$ cat config.mk
export PLATFORM = sky130hd
export DESIGN_NAME = vram_cycle_decoder
export DESIGN_NICKNAME = d
export VERILOG_FILES = /design/src/rtl/vcd_pkg.sv /design/src/rtl/vcd_sync.sv /design/src/rtl/vcd_edge.sv /design/src/rtl/vcd_classify.sv /design/src/rtl/vram_cycle_decoder.sv
export SDC_FILE = /design/constraint.sdc
export NUM_CORES = 1
export LEC_CHECK = 0
export CORE_MARGIN = 2
export CORE_UTILIZATION = 25
export DETAILED_ROUTE_END_ITERATION = 8
export PLACE_DENSITY = 0.52
export SLEW_MARGIN = 20
export SYNTH_ARGS = -nofsm -noshare
export SYNTH_HDL_FRONTEND = slang
export SYNTH_HIERARCHICAL = 1
export SYNTH_SLANG_ARGS = --single-unit
$ cat constraint.sdc
create_clock -name clk -period 2 [get_ports clk]
set_input_delay 0.5 -clock clk [delete_from_list [all_inputs] [get_ports clk]]
set_output_delay 0.5 -clock clk [all_outputs]
set_load 0.01 [all_outputs]
$ cat src/rtl/vcd_pkg.sv
package vcd_pkg;
  localparam int unsigned CT_W  = 6;
  localparam int unsigned CT_RD = 0;
  localparam int unsigned CT_WR = 1;
  localparam int unsigned CT_MW = 2;
  localparam int unsigned CT_RT = 3;
  localparam int unsigned CT_WT = 4;
  localparam int unsigned CT_SI = 5;

  typedef logic [CT_W-1:0] ctype_t;

  // Type fixed at the row-strobe fall from the active-low control levels.
  function automatic ctype_t decode_row(input logic xfer_n, input logic wr_n,
                                        input logic se_n);
    ctype_t t;
    t = '0;
    if (!xfer_n) begin
      if (wr_n)      t[CT_RT] = 1'b1;
      else if (!se_n) t[CT_WT] = 1'b1;
      else           t[CT_SI] = 1'b1;
    end else begin
      if (!wr_n) t[CT_MW] = 1'b1;
      else       t[CT_RD] = 1'b1;
    end
    return t;
  endfunction
endpackage

$ cat src/rtl/vcd_sync.sv
module vcd_sync #(
  parameter int unsigned W = 1,
  parameter logic [W-1:0] RST_VAL = '0
) (
  input  logic         clk,
  input  logic         rst_ni,
  input  logic [W-1:0] d_i,
  output logic [W-1:0] q_o
);
  logic [W-1:0] stg1_q, stg2_q;

  always_ff @(posedge clk or negedge rst_ni) begin
    if (!rst_ni) begin
      stg1_q <= RST_VAL;
      stg2_q <= RST_VAL;
    end else begin
      stg1_q <= d_i;
      stg2_q <= stg1_q;
    end
  end

  assign q_o = stg2_q;
endmodule

$ cat src/rtl/vcd_edge.sv
module vcd_edge #(
  parameter logic RST_VAL = 1'b1
) (
  input  logic clk,
  input  logic rst_ni,
  input  logic lvl_i,
  output logic fall_o,
  output logic rise_o
);
  logic prev_q;

  always_ff @(posedge clk or negedge rst_ni) begin
    if (!rst_ni) prev_q <= RST_VAL;
    else         prev_q <= lvl_i;
  end

  assign fall_o = prev_q & ~lvl_i;
  assign rise_o = ~prev_q & lvl_i;
endmodule

$ cat src/rtl/vcd_classify.sv
module vcd_classify
  import vcd_pkg::*;
#(
  parameter int unsigned AW = 9
) (
  input  logic          clk,
  input  logic          rst_ni,
  input  logic          row_fall_i,
  input  logic          row_rise_i,
  input  logic          col_fall_i,
  input  logic          col_lvl_i,
  input  logic          xfer_n_i,
  input  logic          wr_n_i,
  input  logic          se_n_i,
  input  logic          spec_i,
  input  logic [AW-1:0] addr_i,
  output ctype_t        type_o,
  output logic [AW-1:0] row_o,
  output logic [AW-1:0] col_o,
  output logic          persist_o,
  output logic          block_o,
  output logic          done_o
);
  ctype_t        type_q, type_d;
  logic [AW-1:0] row_q, row_d, col_q, col_d;
  logic          pers_q, pers_d, blk_q, blk_d, done_q, done_d;
  logic          active;

  assign active = |type_q;

  always_comb begin
    type_d = type_q;
    row_d  = row_q;
    col_d  = col_q;
    pers_d = pers_q;
    blk_d  = blk_q;
    done_d = 1'b0;
    if (row_fall_i) begin
      row_d  = addr_i;
      blk_d  = 1'b0;
      if (col_lvl_i) begin
        type_d = decode_row(xfer_n_i, wr_n_i, se_n_i);
        pers_d = spec_i & xfer_n_i & ~wr_n_i;
      end else begin
        type_d = '0;
        pers_d = 1'b0;
      end
    end else if (row_rise_i) begin
      type_d = '0;
      pers_d = 1'b0;
      blk_d  = 1'b0;
      done_d = active;
    end else if (col_fall_i && active) begin
      col_d = addr_i;
      if (type_q[CT_RD] && !wr_n_i) begin
        type_d        = '0;
        type_d[CT_WR] = 1'b1;
      end
      blk_d = spec_i & (type_d[CT_WR] | type_d[CT_MW]);
    end
  end

  always_ff @(posedge clk or negedge rst_ni) begin
    if (!rst_ni) begin
      type_q <= '0;
      row_q  <= '0;
      col_q  <= '0;
      pers_q <= 1'b0;
      blk_q  <= 1'b0;
      done_q <= 1'b0;
    end else begin
      type_q <= type_d;
      row_q  <= row_d;
      col_q  <= col_d;
      pers_q <= pers_d;
      blk_q  <= blk_d;
      done_q <= done_d;
    end
  end

  assign type_o    = type_q;
  assign row_o     = row_q;
  assign col_o     = col_q;
  assign persist_o = pers_q;
  assign block_o   = blk_q;
  assign done_o    = done_q;
endmodule

$ cat src/rtl/vram_cycle_decoder.sv
module vram_cycle_decoder
  import vcd_pkg::*;
#(
  parameter int unsigned AW = 9
) (
  input  logic          clk,
  input  logic          rst_ni,
  input  logic          row_strb_ni,
  input  logic          col_strb_ni,
  input  logic          xfer_oe_ni,
  input  logic          wr_mask_ni,
  input  logic          ser_en_ni,
  input  logic          spec_sel_i,
  input  logic [AW-1:0] addr_i,
  output logic [AW-1:0] row_addr_o,
  output logic [AW-1:0] col_addr_o,
  output logic [CT_W-1:0] cycle_type_o,
  output logic          persist_mask_o,
  output logic          block_wr_o,
  output logic          cycle_done_o,
  output logic          dq_oe_o
);
  localparam int unsigned NCTL = 6;
  localparam int unsigned SW   = NCTL + AW;
  localparam logic [SW-1:0] SYNC_RST = {{(NCTL-1){1'b1}}, 1'b0, {AW{1'b0}}};

  // Reset: asserted at once, released through two flops.
  logic rst_meta_q, rst_sync_q;
  always_ff @(posedge clk or negedge rst_ni) begin
    if (!rst_ni) begin
      rst_meta_q <= 1'b0;
      rst_sync_q <= 1'b0;
    end else begin
      rst_meta_q <= 1'b1;
      rst_sync_q <= rst_meta_q;
    end
  end

  logic [SW-1:0] raw_vec, syn_vec;
  logic          ras_s, cas_s, xfer_s, wr_s, se_s, spec_s;
  logic [AW-1:0] addr_s;

  assign raw_vec = {row_strb_ni, col_strb_ni, xfer_oe_ni, wr_mask_ni,
                    ser_en_ni, spec_sel_i, addr_i};

  vcd_sync #(.W(SW), .RST_VAL(SYNC_RST)) sync_i (
    .clk(clk), .rst_ni(rst_sync_q), .d_i(raw_vec), .q_o(syn_vec)
  );

  assign {ras_s, cas_s, xfer_s, wr_s, se_s, spec_s, addr_s} = syn_vec;

  logic row_fall, row_rise, col_fall, col_rise_unused;

  vcd_edge #(.RST_VAL(1'b1)) ras_edge_i (
    .clk(clk), .rst_ni(rst_sync_q), .lvl_i(ras_s),
    .fall_o(row_fall), .rise_o(row_rise)
  );

  vcd_edge #(.RST_VAL(1'b1)) cas_edge_i (
    .clk(clk), .rst_ni(rst_sync_q), .lvl_i(cas_s),
    .fall_o(col_fall), .rise_o(col_rise_unused)
  );

  ctype_t type_w;

  vcd_classify #(.AW(AW)) cls_i (
    .clk(clk), .rst_ni(rst_sync_q),
    .row_fall_i(row_fall), .row_rise_i(row_rise), .col_fall_i(col_fall),
    .col_lvl_i(cas_s), .xfer_n_i(xfer_s), .wr_n_i(wr_s), .se_n_i(se_s),
    .spec_i(spec_s), .addr_i(addr_s),
    .type_o(type_w), .row_o(row_addr_o), .col_o(col_addr_o),
    .persist_o(persist_mask_o), .block_o(block_wr_o), .done_o(cycle_done_o)
  );

  assign cycle_type_o = type_w;
  assign dq_oe_o      = type_w[CT_RD] & ~ras_s & ~cas_s & ~xfer_s;
endmodule

==> metrics, run 1 <==
result of the run=finished clean; drc violations=0; RSZ-0062 raised after global routing=no; final net count=191; router iterations before antenna repair=4; Hold/Removal Path Class=flip-flop to async pin; crit path max fanout=8; number of vias per cell=3.95; vias post-DR=1109; post-route setup TNS=0 ps; Antenna Diode Count=0; CTS clock-pin slew for the worst setup and hold paths=70 ps; mean area per synthesized cell=17.7 sq um; leakage power of the design=0.00124 uW; Worst VDD drop=0.686 mV; startpoint kind of the worst setup timing path=flip-flop; first-pass GRT wire length=5910 um; Mapped Cells=114; slew of the pin with the lowest slew margin=589 ps; pin count of the biggest net entering global routing=29; Achievable Freq=534 MHz; final clock skew=4.07 ps; final worst-path cycle share=93.6%; number of max-cap violations=0; Clk Latency, worst-skew pair=320 ps; total power divided by cell area=1120 mW/mm^2; netlist area before placement=0.00202 sq mm; Die X-Extent=93.8 um; R2R Setup Slk=130 ps; Layout Area Growth over Synthesis=41.3%; antenna violations before repair=0; cell-by-cell listing of the critical path=buf_4 > clkdlybuf4s50_1; # rows=32; global placement routability congestion=0.777; IO buf count=44; number of sinks on the clock net=61; critical path arrival=1370 ps; average detailed-routed wire length per instance=12.9 um; Total Die Area=0.00880 sq mm; TritonCTS clock tree=done; number of global-route vias before repair=1153; CTS H-tree depth=3; number of synthesis warnings=6; most used cells in the layout excluding fill and tap cells=sky130_fd_sc_hd__dfrtp_1, sky130_fd_sc_hd__clkdlybuf4s50_1, sky130_fd_sc_hd__dfstp_2; GR Overflow Total=0; number of buffers added by the clock tree synthesis step=9; root buffer cell=sky130_fd_sc_hd__clkbuf_8; number of cells in the finished layout apart from fillers=281; Required @ worst endpoint=1500 ps; global-route usage over all layers=9.24%; area of the core=0.00777 sq mm; type of destination of the critical path=primary output; DRC violation total after the first TritonRoute iteration=28; syn_nets=131; Max stage delay on crit path=550 ps; Initial Util=26.0%; highest-delay cell along the critical path=sky130_fd_sc_hd__clkdlybuf4s50_1; Final Hold Vio Count=0; most frequent standard cell in the layout excluding fill and tap cells=sky130_fd_sc_hd__dfrtp_1; I/O pins=45; post-detailed-placement half-perimeter wirelength=2490 um; classification of the worst setup path=flip-flop to primary output; Max Buffers Root-to-Sink=2; Setup-failing EPs final=0; worst slew margin relative to its limit=60.7%; share of post-route cells with drive strength above 1=32.4%; cell count after placement=265; Routed Antenna Nets=0; final WL=3630 um; Fill cells=764; Die Span Y=93.8 um; post-layout minimum cycle time=1870 ps; Final Slew Violations=0
[flip-flops by register name (all words and copies together), names as in the netlist, 6 cells and up]
register       count
cls_i/type_o       6
sync_i/stg1_q     15
cls_i/col_o        9
cls_i/row_o        9
sync_i/q_o        15
[report_power, final]
group | total, uW | switching [uW] | internal, uW
Combinational | 498 | 160 | 338
Sequential | 1490 | 101 | 1390
Clock | 1220 | 453 | 766
Total | 3200 | 714 | 2490
[per-stage QoR]
step / hold slack [ps] / total power [uW] / util (%) / instance area, sq um / setup WS, ps
after floorplan: 204 / 1700 / - / 2020 / 175
after global placement: 295 / 2010 / 33.8 / 2620 / 68.9
after detailed placement: 303 / 2010 / 33.8 / 2620 / 53.0
after CTS: 300 / 3260 / 36.6 / 2850 / 34.0
after global routing: 315 / 3360 / 36.7 / 2850 / 56.1
final: 273 / 3200 / 36.7 / 2850 / 128
[per-layer routing]
metal / global-route usage [%] / vias up / wire (um)
li1: - / 514 / -
met1: 12.1 / 544 / 1730
met2: 12.6 / 45 / 1520
met3: 5.86 / 6 / 333
met4: 2.54 / 0 / 40
met5: 0 / - / 0
[cell type report]
type | count | area [sq um] | share of cell area (%)
Inverter | 2 | 7.51 | 0.264
Multi-Input combinational cell | 49 | 453 | 15.9
Sequential cell | 61 | 1540 | 54.2
Clock inverter | 4 | 70.1 | 2.46
Clock buffer | 12 | 155 | 5.45
Tap cell | 102 | 128 | 4.48
Timing Repair Buffer | 51 | 492 | 17.3
[critical path: cells and delay by family, from the launching register on]
kind,cells,cell delay [ps]
DFF,1,350
buffers and inverters,2,700
[worst paths after layout]
path / startpoint / endpoint / cells after the start
max: cls_i/type_o[0] / cycle_type_o[0] / 2
min: rst_sync_q / cls_i/row_o[3] / 0
max reg2reg: cls_i/type_o[2] / cls_i/col_o[6] / 3
min reg2reg: rst_sync_q / cls_i/row_o[3] / 0
max in group asynchronous: rst_sync_q / sync_i/q_o[5] / 1
min in group clk: sync_i/stg1_q[9] / sync_i/q_o[9] / 0
[what timing repair did]
action,CTS,global route
buffers inserted,0,0
hold buffers,0,0
setup endpoints to repair,1,9
gates resized for setup,1,1
Power figures use the tool's default switching activity.
==> run 2, diff against run 1 <==
--- a/config.mk
+++ b/config.mk
@@ -9,6 +9,7 @@
 export CORE_UTILIZATION = 25
 export DETAILED_ROUTE_END_ITERATION = 8
 export PLACE_DENSITY = 0.52
+export SETUP_SLACK_MARGIN = 0.3
 export SLEW_MARGIN = 20
 export SYNTH_ARGS = -nofsm -noshare
 export SYNTH_HDL_FRONTEND = slang
==> metrics, run 2 (same netlist as run 1, synthesis figures left out) <==
area of the core=0.00777 sq mm (unchanged); Max Buffers Root-to-Sink=2 (unchanged); RSZ-0062 raised after global routing=yes; most used cells in the layout excluding fill and tap cells=sky130_fd_sc_hd__dfrtp_1, sky130_fd_sc_hd__dlygate4sd2_1, sky130_fd_sc_hd__clkdlybuf4s50_1; critical path arrival=2000 ps (+630 ps); power share of the sequential group=49.6% (+3.2 points); cell-by-cell listing of the critical path=or4_4 > o311a_4 > mux2_4; first-pass GRT wire length=6090 um (+3.0%); register area=0.00154 sq mm (unchanged); clock network fraction of total power=35.4% (-2.7 points); Layout Area Growth over Synthesis=40.4%; total power divided by cell area=1050 mW/mm^2 (-6.9%); final worst setup slack=204 ps (+76.7 ps); delay-heaviest family, CP=simple AND/OR/NAND/NOR gates; Post-CTS Hold Fix Bufs=0 (unchanged); Total Die Area=0.00880 sq mm (unchanged); switching share of power=23.6% (+1.3 points); number of max-cap violations=0 (unchanged); type of destination of the critical path=flip-flop; final net count=193 (+1.0%); Required @ worst endpoint=2210 ps (+710 ps); Fill cells=767 (+0.39%); most frequent standard cell in the layout excluding fill and tap cells=sky130_fd_sc_hd__dfrtp_1; IO buf count=44 (unchanged); switching power of the nets=699 uW (-2.0%); crit path max fanout=5 (-3); # rows=32 (unchanged); result of the run=finished clean; post-layout minimum cycle time=1800 ps (-76.7 ps); pre-CTS setup slack=32.4 ps (-20.6 ps); Clk Latency, worst-skew pair=330 ps (about the same); antenna violations before repair=0 (unchanged); Achievable Freq=557 MHz (+4.3%); pin count of the biggest net entering global routing=60 (+110%); Final Slew Violations=0 (unchanged); global-route usage over all layers=9.49% (+0.25 points); Initial Util=26.0% (unchanged); worst hold-check slack=262 ps (-11.0 ps); vias post-DR=1145 (+3.2%); post-route setup TNS=0 ps (unchanged); number of global-route vias before repair=1203 (+4.3%); share of post-route cells with drive strength above 1=33.1% (+0.75 points); Antenna Diode Count=0 (unchanged); critical path buffer and inverter count=0 (-2); number of vias per cell=4.05 (+2.5%); slew of the pin with the lowest slew margin=501 ps (-87.8 ps); Die X-Extent=93.8 um (unchanged); final clock skew=7.55 ps (+3.48 ps); average detailed-routed wire length per instance=13.9 um (+7.5%); Final Hold Vio Count=0 (unchanged); number of cells in the finished layout apart from fillers=283 (+0.71%); global placement routability congestion=0.758 (-2.4%); Die Span Y=93.8 um (unchanged); I/O pins=45 (unchanged); Max stage delay on crit path=590 ps (+40 ps); Routed Antenna Nets=0 (unchanged); highest-delay cell along the critical path=sky130_fd_sc_hd__or4_4; DRC violation total after the first TritonRoute iteration=55 (+96%); GR Overflow Total=0 (unchanged); CTS clock-pin slew for the worst setup and hold paths=70 ps (about the same); router iterations before antenna repair=4 (unchanged); startpoint kind of the worst setup timing path=flip-flop; power share of the combinational group=15.0% (-0.6 points); worst slew margin relative to its limit=66.3% (+5.6 points); Hold/Removal Path Class=flip-flop to async pin; root buffer cell=sky130_fd_sc_hd__clkbuf_8; final worst-path cycle share=89.8% (-3.8 points); post-detailed-placement half-perimeter wirelength=2420 um (-2.5%); Cell Int Power=2260 uW (-9.1%); number of buffers added by the clock tree synthesis step=9 (unchanged); final WL=3920 um (+8.2%); leakage power of the design=0.00130 uW (+4.7%); drc violations=0 (unchanged); cell count after placement=264 (-0.38%); Worst VDD drop=0.425 mV (-38%); TritonCTS clock tree=done; number of sinks on the clock net=61 (unchanged); multi-input combinational cell area=489 sq um (+8.0%); Setup-failing EPs final=0 (unchanged); CTS H-tree depth=3 (unchanged); classification of the worst setup path=flip-flop to flip-flop
run 2: path summary, 6_finish.rpt:
path,start,end,slack [ps],cells after the start
max reg2reg,cls_i/type_o[4],cls_i/col_o[0],200,3
max,cls_i/type_o[4],cls_i/col_o[0],200,3
min in group clk,sync_i/stg1_q[13],sync_i/q_o[13],350,0
min reg2reg,rst_sync_q,sync_i/stg1_q[0],260,1
min,rst_sync_q,sync_i/stg1_q[0],260,1
max in group asynchronous,rst_sync_q,sync_i/q_o[10],1450,1
run 2: what timing repair did:
action	CTS	global route
gates resized for setup	30	6
gates cloned	0	1
pin swaps	0	0
endpoints found under the setup margin	37	11
setup buffers	1	1
run 2: stage by stage:
step / total power [uW] / area, sq um / util, %
floorplan: 1700 / 2020 / -
global placement: 2010 / 2630 / 33.8
detailed placement: 2010 / 2630 / 33.8
CTS: 3010 / 2800 / 36.0
global route: 3120 / 2830 / 36.4
finish: 2960 / 2830 / 36.4
run 2: power groups by stage:
| stage | logic (uW) | clock network (uW) | registers, uW |
|---|---|---|---|
| floorplan | 161 | 0 | 1540 |
| global placement | 506 | 0 | 1500 |
| detailed placement | 515 | 0 | 1500 |
| CTS | 444 | 1090 | 1480 |
| global route | 482 | 1140 | 1500 |
| finish | 444 | 1050 | 1470 |
run 2: cell type report:
cell class / instances / share of cell area, %
clock buffers: 14 / 5.39
clock inverters: 2 / 1.24
inverters: 2 / 0.265
multi-input cells: 50 / 17.3
flip-flops and latches: 61 / 54.5
well taps: 102 / 4.51
repair buffers: 52 / 16.8
run 2: per-layer routing:
metal | GRT usage, % | wire length (um) | share of wire, % | up-vias
li1 | - | - | - | 527
met1 | 13.1 | 2000 | 51 | 569
met2 | 12.5 | 1650 | 42 | 44
met3 | 5.14 | 254 | 6.5 | 5
met4 | 3.38 | 27 | 0.69 | 0
met5 | 0 | 0 | 0 | -
run 2: worst register-to-register path: stages, from the launching register on:
cell	delay [ps]
sky130_fd_sc_hd__dfrtp_1	380
sky130_fd_sc_hd__or4_4	590
sky130_fd_sc_hd__o311a_4	390
sky130_fd_sc_hd__mux2_4	320
